File: src/rtl/adc_rb_pkg.sv
package adc_rb_pkg;
  // classes of read address
  typedef enum logic [1:0] {
    RK_SLOT   = 2'd0,
    RK_STATUS = 2'd1,
    RK_DMA    = 2'd2
  } rd_kind_e;
endpackage

File: src/rtl/adc_rb_fmt.sv
module adc_rb_fmt #(
  parameter int CODE_W  = 12,
  parameter int FIELD_W = 16
) (
  input  logic [CODE_W-1:0]  code,
  input  logic               fmt_signed,
  output logic [FIELD_W-1:0] field
);
  localparam int PAD_W = FIELD_W - CODE_W;
  logic pad_bit;
  assign pad_bit = fmt_signed & code[CODE_W-1];
  assign field   = {{PAD_W{pad_bit}}, code};
endmodule

File: src/rtl/adc_rb_slot.sv
module adc_rb_slot #(
  parameter int FIELD_W = 16
) (
  input  logic               clk,
  input  logic               rst_n,
  input  logic               load,
  input  logic               rd_clr,
  input  logic [FIELD_W-1:0] field_in,
  output logic [FIELD_W-1:0] field_q,
  output logic               valid_q,
  output logic               ovr_q
);
  always_ff @(posedge clk or negedge rst_n) begin
    if (!rst_n) begin
      field_q <= '0;
      valid_q <= 1'b0;
      ovr_q   <= 1'b0;
    end else if (load) begin
      // a load beats a same-cycle read
      field_q <= field_in;
      valid_q <= 1'b1;
      ovr_q   <= valid_q;
    end else if (rd_clr) begin
      valid_q <= 1'b0;
      ovr_q   <= 1'b0;
    end
  end
endmodule

File: src/rtl/adc_rb_dma.sv
module adc_rb_dma #(
  parameter int ENTRY_W = 18
) (
  input  logic               clk,
  input  logic               rst_n,
  input  logic               fire,
  input  logic [ENTRY_W-1:0] entry_in,
  output logic               req,
  output logic [ENTRY_W-1:0] data
);
  always_ff @(posedge clk or negedge rst_n) begin
    if (!rst_n) begin
      req  <= 1'b0;
      data <= '0;
    end else begin
      req <= fire;
      if (fire) data <= entry_in;
    end
  end
endmodule

File: src/rtl/adc_rb_rdmux.sv
module adc_rb_rdmux
  import adc_rb_pkg::*;
#(
  parameter int NSLOT   = 14,
  parameter int FIELD_W = 16,
  parameter int CH_W    = 4,
  parameter int WORD_W  = 32,
  parameter int ENTRY_W = FIELD_W + 2
) (
  input  logic                     clk,
  input  logic                     rst_n,
  input  logic                     rd_en,
  input  logic [CH_W-1:0]          rd_addr,
  input  logic [NSLOT*FIELD_W-1:0] fields,
  input  logic [NSLOT-1:0]         valid_vec,
  input  logic [NSLOT-1:0]         ovr_vec,
  input  logic [WORD_W-1:0]        status,
  input  logic [ENTRY_W-1:0]       dma_word,
  output logic                     rd_valid,
  output logic [WORD_W-1:0]        rd_data
);
  localparam int HI_PAD = WORD_W - ENTRY_W;
  localparam logic [CH_W-1:0] A_STATUS = CH_W'(NSLOT);
  localparam logic [CH_W-1:0] A_DMA    = CH_W'(NSLOT + 1);

  rd_kind_e          kind;
  logic [ENTRY_W-1:0] slot_word;
  logic [WORD_W-1:0]  next_word;

  always_comb begin
    if (rd_addr == A_STATUS)      kind = RK_STATUS;
    else if (rd_addr == A_DMA)    kind = RK_DMA;
    else                          kind = RK_SLOT;
  end

  always_comb begin
    slot_word = '0;
    for (int k = 0; k < NSLOT; k++) begin
      if (rd_addr == CH_W'(k))
        slot_word = {valid_vec[k], ovr_vec[k], fields[k*FIELD_W +: FIELD_W]};
    end
  end

  always_comb begin
    unique case (kind)
      RK_STATUS: next_word = status;
      RK_DMA:    next_word = {{HI_PAD{1'b0}}, dma_word};
      default:   next_word = {{HI_PAD{1'b0}}, slot_word};
    endcase
  end

  always_ff @(posedge clk or negedge rst_n) begin
    if (!rst_n) begin
      rd_valid <= 1'b0;
      rd_data  <= '0;
    end else begin
      rd_valid <= rd_en;
      if (rd_en) rd_data <= next_word;
    end
  end
endmodule

File: src/rtl/adc_result_bank.sv
module adc_result_bank #(
  parameter int CODE_W  = 12,
  parameter int FIELD_W = 16,
  parameter int NSLOT   = 14,
  localparam int CH_W   = $clog2(NSLOT + 2),
  localparam int ENTRY_W = FIELD_W + 2,
  localparam int WORD_W = 32
) (
  input  logic               clk,
  input  logic               rst_n,
  input  logic               fmt_signed,
  input  logic               dma_en,
  input  logic               ld_valid,
  output logic               ld_ready,
  input  logic [CH_W-1:0]    ld_chan,
  input  logic [CODE_W-1:0]  ld_code,
  input  logic               rd_en,
  input  logic [CH_W-1:0]    rd_addr,
  output logic               rd_valid,
  output logic [WORD_W-1:0]  rd_data,
  output logic [WORD_W-1:0]  status_o,
  output logic               dma_req,
  output logic [ENTRY_W-1:0] dma_data
);
  localparam int OVR_LSB = WORD_W / 2;

  logic [FIELD_W-1:0]       new_field;
  logic [NSLOT-1:0]         load_vec;
  logic [NSLOT-1:0]         clr_vec;
  logic [NSLOT-1:0]         valid_vec;
  logic [NSLOT-1:0]         ovr_vec;
  logic [NSLOT*FIELD_W-1:0] fields;
  logic                     chan_ok;
  logic                     hit_valid;
  logic                     dma_fire;

  assign ld_ready = 1'b1;
  assign chan_ok  = (ld_chan < CH_W'(NSLOT));

  adc_rb_fmt #(.CODE_W(CODE_W), .FIELD_W(FIELD_W)) fmt_i (
    .code(ld_code), .fmt_signed(fmt_signed), .field(new_field)
  );

  for (genvar k = 0; k < NSLOT; k++) begin : g_slot
    assign load_vec[k] = ld_valid && ld_ready && (ld_chan == CH_W'(k));
    assign clr_vec[k]  = rd_en && (rd_addr == CH_W'(k));
    adc_rb_slot #(.FIELD_W(FIELD_W)) slot_i (
      .clk(clk), .rst_n(rst_n),
      .load(load_vec[k]), .rd_clr(clr_vec[k]),
      .field_in(new_field),
      .field_q(fields[k*FIELD_W +: FIELD_W]),
      .valid_q(valid_vec[k]), .ovr_q(ovr_vec[k])
    );
  end

  always_comb begin
    hit_valid = 1'b0;
    for (int k = 0; k < NSLOT; k++)
      if (load_vec[k]) hit_valid = valid_vec[k];
  end

  always_comb begin
    status_o = '0;
    status_o[NSLOT-1:0]        = valid_vec;
    status_o[OVR_LSB +: NSLOT] = ovr_vec;
  end

  assign dma_fire = ld_valid && ld_ready && chan_ok && dma_en;

  adc_rb_dma #(.ENTRY_W(ENTRY_W)) dma_i (
    .clk(clk), .rst_n(rst_n), .fire(dma_fire),
    .entry_in({1'b1, hit_valid, new_field}),
    .req(dma_req), .data(dma_data)
  );

  adc_rb_rdmux #(
    .NSLOT(NSLOT), .FIELD_W(FIELD_W), .CH_W(CH_W),
    .WORD_W(WORD_W), .ENTRY_W(ENTRY_W)
  ) rdmux_i (
    .clk(clk), .rst_n(rst_n), .rd_en(rd_en), .rd_addr(rd_addr),
    .fields(fields), .valid_vec(valid_vec), .ovr_vec(ovr_vec),
    .status(status_o), .dma_word(dma_data),
    .rd_valid(rd_valid), .rd_data(rd_data)
  );
endmodule

File: config.mk
export PLATFORM = sky130hd
export DESIGN_NAME = adc_result_bank
export DESIGN_NICKNAME = d
export VERILOG_FILES = /design/src/rtl/adc_rb_pkg.sv /design/src/rtl/adc_rb_fmt.sv /design/src/rtl/adc_rb_slot.sv /design/src/rtl/adc_rb_dma.sv /design/src/rtl/adc_rb_rdmux.sv /design/src/rtl/adc_result_bank.sv
export SDC_FILE = /design/constraint.sdc
export NUM_CORES = 1
export LEC_CHECK = 0
export CORE_ASPECT_RATIO = 1.25
export CORE_MARGIN = 2
export CORE_UTILIZATION = 35
export DETAILED_ROUTE_END_ITERATION = 10
export GPL_TIMING_DRIVEN = 0
export HOLD_SLACK_MARGIN = 0.15
export SETUP_SLACK_MARGIN = 0.02
export SLEW_MARGIN = 20
export SYNTH_ARGS = -nofsm -noshare
export SYNTH_HDL_FRONTEND = slang
export SYNTH_SLANG_ARGS = --single-unit
File: constraint.sdc
create_clock -name clk -period 2 [get_ports clk]
set_input_delay 0.4 -clock clk [delete_from_list [all_inputs] [get_ports clk]]
set_output_delay 0.4 -clock clk [all_outputs]
set_load 0.03 [all_outputs]
* After elaboration in Yosys (flattened, before gate mapping)
Index checks and enable logic that the tools add are counted.
** Cells by class
- Add/sub/neg operators :: 0
- Multiply operators :: 0
- Div/mod/pow operators :: 0
- Magnitude comparators :: 1
- Equal/unequal tests :: 30
- Shift operators :: 0
- Mux-type cells :: 73
- Bitwise gates (word level) :: 1
- Reduce and logical (&&, ||, !) cells :: 46
** Operators by type and width (count)
- 18-bit 2-to-1 mux :: 14
- 30-bit case mux with 2 select lines :: 1
- 4-bit == test (second input constant) :: 14
- 1-bit 2-to-1 mux :: 56
- 4-bit by 3-bit == test with 1-bit output (second input constant) :: 8
- 1-bit logical AND :: 30
- 2-bit nonzero test :: 14
- 4-bit by 2-bit == test with 1-bit output (second input constant) :: 4
- 4-bit by 1-bit == test with 1-bit output (second input constant) :: 2
- 4-bit logical NOT :: 2
- 4-bit less-than comparator (second input constant) :: 1
- 2-bit 2-to-1 mux :: 2
- 2-bit by 1-bit == test with 1-bit output (second input constant) :: 1
- 2-bit == test (second input constant) :: 1
- 1-bit AND :: 1
** Storage, ports and cells
- Bits in registers :: 262
- Latch bits :: 0
- Memory bits (writable) :: 0
- Bits in read-only memories :: 0
- Output and inout bits :: 85
- Word-level logic and storage cells :: 197
- Memories kept :: 0

* Logic depth before layout (Yosys ltp)
- Depth in word-level cells :: 16
- Gate-level depth with buffers :: 9
- Mapped depth without buffers :: 5

* Hierarchy
A second synthesis with hierarchy kept.
** Second synthesis, totals
- Cells, all modules :: 1257
- Area total of the unflattened synthesis :: 15640.0 µm²
** Modules (own cells, without submodules)
- adc_rb_slot :: instances 14, cells each 40, area each 714.4 µm², seq. area each 450.4 µm²
- adc_rb_rdmux :: instances 1, cells each 558, area each 4296.6 µm², seq. area each 825.8 µm²
- adc_rb_dma :: instances 1, cells each 39, area each 747.0 µm², seq. area each 475.5 µm²
- adc_result_bank :: instances 1, cells each 83, area each 467.9 µm², seq. area each 0.0 µm²
- adc_rb_fmt :: instances 1, cells each 17, area each 126.4 µm², seq. area each 0.0 µm²

* Least setup slack after synthesis
OpenSTA, ideal clock, no wires.
- Kind :: in2reg
- Start :: in ld_chan[3]
- End :: reg g_slot[3].slot_i.field_q[10]
- Setup time :: 125 ps
- Arrival :: 1665 ps
- Data required time :: 1875 ps
- Setup slack :: 210 ps
- Cell stages on the path :: 6
- Cell sequence :: buf_2 -> nor3b_2 -> nor2b_1 -> buf_2 -> buf_4 -> mux2_2
** On the way
- Longest elaborated chain between the ends :: 2
** Ends and longest elaborated chain
- start: declaration :: RTL line adc_result_bank.sv:15 : input logic [CH_W-1:0] ld_chan,
- 4-bit by 2-bit == test with 1-bit output :: RTL line adc_result_bank.sv:45 : assign load_vec[k] = ld_valid && ld_ready && (ld_chan == CH_W'(k));
- 1-bit logical AND :: RTL line adc_result_bank.sv:45
- end signal: assignment :: RTL line adc_rb_slot.sv:20 : field_q <= field_in;
- end: declaration :: RTL line adc_rb_slot.sv:9 : output logic [FIELD_W-1:0] field_q,
No other way between the ends.
A chain may end at the register's enable or synchronous reset.

* Worst setup path after layout
- Start :: in rd_addr[2]
- End :: reg rdmux_i.rd_data[17]
** On the way
- Longest elaborated chain between the ends :: 16
** Ends and longest elaborated chain
- start: declaration :: RTL line adc_result_bank.sv:18 : input logic [CH_W-1:0] rd_addr,
- 4-bit logical NOT :: RTL line adc_rb_rdmux.sv:39 : if (rd_addr == CH_W'(k))
- 18-bit 2-to-1 mux (14 in series) :: RTL line adc_rb_rdmux.sv:39
- 30-bit case mux with 2 select lines (*) :: RTL line adc_rb_rdmux.sv:45 : unique case (kind)
- end signal: assignment :: RTL line adc_rb_rdmux.sv:58 : if (rd_en) rd_data <= next_word;
- end: declaration :: RTL line adc_rb_rdmux.sv:20 : output logic [WORD_W-1:0] rd_data
Every way passes the cells marked *; elsewhere a longest branch is shown, timed or not.

==> run metrics <==
run status complete, but fails checks; failing checks setup timing; clock network latency to the later pin of the worst-skew pair 550 ps; H-tree depth 1; number of synthesized flops with an enable pin 0; share of synthesized flip-flops with an asynchronous set or reset 1.000; worst hold-check path type in -> reg; DP HPWL 31,490 um; Least-Margin Pin Slew 864.2 ps; worst setup slack for register-to-register paths 290 ps; Area growth, synth to finish 23.66%; x dimension of the die 174.7 um; final setup violation count 1; die boundary height 217.3 um; total chip power 15.97 mW; final critical path time including I/O delays and setup 2031 ps; via count of the first global-routing pass 10,041; post-synthesis register bit count 256; sort of element at the end of the critical path register; top cells by area in the synthesized netlist sky130_fd_sc_hd__dfrtp_1 (50%), sky130_fd_sc_hd__mux2_2 (16%), sky130_fd_sc_hd__nand2_1 (3.9%), sky130_fd_sc_hd__buf_4 (2.8%), sky130_fd_sc_hd__mux4_2 (2.7%); post-synthesis instance area 0.01274 mm2; warning count from the yosys run 0; max-slew headroom at the worst pin 0.4239; critical path data required time 2490 ps; final worst clock skew 13.59 ps; wire length per cell after detailed routing 25.72 um; Slew Viols, Final 0; number of different library cells in the post-synthesis netlist 67; wire length of the first global-routing pass 67,710 um; post-route DRC violation count 0; startpoint kind of the worst setup timing path primary input; synthesized netlist cell count 1,126; final net count 1,320; data arrival time of the critical path 2520 ps; Worst Path Max Fanout 10; remaining antenna violation count after routing 0; GRT Util Overall 0.2418; Placer Congestion 0.9420; max cap viols 0; count of filler cells inserted in the layout 3,466; area of the core 0.03611 mm2; power density of the placed cells 1014 mW/mm2; Clock Sink Count 256; number of antenna violations at the first check in global routing 0; final critical-path share of the clock period 1.015; setup ws final -30.57 ps; part of the Yosys area used for sequential elements 0.5028; pre-CTS WS -1370 ps; category of the most critical setup path in -> reg; total via count in the routed design 10,107; 1st-pass router iterations 5; clk buf depth 3; Core Rows 78; root buffer cell sky130_fd_sc_hd__clkbuf_16; antenna diode instance count 0; Boundary Pins 111; die outline area 0.03795 mm2; Initial Utilization 0.3528; share of the synthesized area in the top cell type 0.5028; Avg Cell Area, Syn 11.32 um2; Synth area leader sky130_fd_sc_hd__dfrtp_1; ys flop type sky130_fd_sc_hd__dfrtp_1; most numerous cell in the Yosys netlist sky130_fd_sc_hd__dfrtp_1; number of buffers created by CTS 26; routed wire length 46,090 um; Fin. Hold Viols 0; clock transition at the register clock pins on the worst setup and hold paths after CTS 60 ps; proportion of layout cells with a drive suffix above 1 0.3316; leak pwr 7.113 nW; Avg Vias per Cell 5.640; number of buffers added on ports 100; final core utilization 0.4363; CTS tree done; largest net degree at the start of global routing 77; top post-synthesis cells by count sky130_fd_sc_hd__dfrtp_1 (256), sky130_fd_sc_hd__mux2_2 (181), sky130_fd_sc_hd__nand2_1 (131); maximum frequency from static timing analysis 492.5 MHz; maximum VDD drop 569.7 uV; overflow left after global routing 0; first-iteration detailed-routing DRC count 1,057
## power by group
group          internal (mW)  switching, mW  total [mW]  leakage [nW]
Sequential              6.24          0.805        7.05          3.17
Clock                   3.10           2.19        5.30         0.449
Combinational           1.72           1.90        3.63          3.50
Total                   11.1           4.90        16.0          7.11
## timing repair
action | in CTS | in global routing
cloned | 0 | 0
pin swaps | 2 | 4
buffers inserted | 7 | 26
endpoints found under the hold margin | 75 | 0
gates resized for setup | 121 | 47
hold buffers | 1 | 0
setup endpoints to repair | 242 | 198
## per-layer routing
| layer | vias to the layer above | wire, um | global-route usage |
|---|---|---|---|
| met5 | - | 0 | 0 |
| met3 | 144 | 3877 | 0.04228 |
| li1 | 4345 | - | - |
| met4 | 0 | 2666 | 0.1283 |
| met2 | 531 | 21150 | 0.3858 |
| met1 | 5087 | 18390 | 0.3141 |
## cell usage in the layout, fill, tap and decap left out, drive strengths merged, types with 7 or more instances in the layout
master and n:
o311ai 7, a21o 11, nand2b 12, o21ai 53, or2 11, dlygate4sd2 66
clkbuf 71, mux2i 28, dfrtp 256, mux2 181, nor2 43, conb 7
clkdlybuf4s50 21, buf 128, a22oi 12, nor2b 12, nand3 39, o221ai 8
a21oi 33, inv 24, nor3 13, mux4 15, o22ai 13, nand2 131
clkdlybuf4s15 9
## flip-flops by register name (all words and copies together) (netlist names)
register and cells:
dma_i.data 15, g_slot.slot_i.valid_q 14, rdmux_i.rd_data 29, g_slot.slot_i.field_q 182
dma_i.req 1, g_slot.slot_i.ovr_q 14, rdmux_i.rd_valid 1
## metrics by stage
| step | cells | cell area (um2) | hold WS (ps) | setup TNS, ps |
|---|---|---|---|---|
| finish | 1792 | 15760 | 285.7 | -30.57 |
| global route | 1792 | 15760 | 306.2 | -40.50 |
| CTS | 1767 | 15430 | 249.7 | -5723 |
| detailed placement | 1714 | 14450 | 415.8 | -166520 |
| global placement | 1711 | 14360 | 457.3 | -2897520 |
| floorplan | 1131 | 12760 | 104.4 | 0 |
## layout make-up
cell class	instances	area (um2)	share of cell area
Buffer	124	839.6	0.05329
Clock buffer	37	783.3	0.04971
Clock inverter	9	126.4	0.008021
Inverter	25	95.09	0.006036
Multi-Input combinational cell	724	5622	0.3568
Sequential cell	256	6420	0.4075
Tap cell	480	600.6	0.03812
Timing Repair Buffer	137	1269	0.08053
## cell families (layout without fill, tap and decap cells)
kind of cell | count (synthesis) | count (layout) | synth area share
mux | 224 | 224 | 0.2085
flops | 256 | 256 | 0.5028
simple gates | 288 | 288 | 0.1081
compound gates | 205 | 205 | 0.1113
other cells | 2 | 7 | 0.0005894
buf+inv | 151 | 332 | 0.06874
## critical path, stage by stage
cell and delay [ps]:
sky130_fd_sc_hd__dlygate4sd2_1 340, sky130_fd_sc_hd__buf_4 220, sky130_fd_sc_hd__nor2_1 630, sky130_fd_sc_hd__and2_1 300, sky130_fd_sc_hd__a222oi_1 140, sky130_fd_sc_hd__o31ai_1 310, sky130_fd_sc_hd__a211o_1 170
## worst paths after layout
kind / cells after the start / from / end
setup reg to reg: 4 / g_slot[3].slot_i.valid_q$_DFFE_PN0P_ / rdmux_i.rd_data[17]$_DFFE_PN0P_
hold reg to reg: 2 / g_slot[4].slot_i.field_q[7]$_DFFE_PN0P_ / g_slot[4].slot_i.field_q[7]$_DFFE_PN0P_
hold / removal: 3 / ld_chan[3] / dma_i.data[16]$_DFFE_PN0P_
max in group asynchronous: 5 / rst_n / g_slot[7].slot_i.field_q[6]$_DFFE_PN0P_
setup / recovery: 7 / rd_addr[2] / rdmux_i.rd_data[17]$_DFFE_PN0P_
min in group asynchronous: 2 / rst_n / rdmux_i.rd_valid$_DFF_PN0_
(Power assumes the default switching activity.)
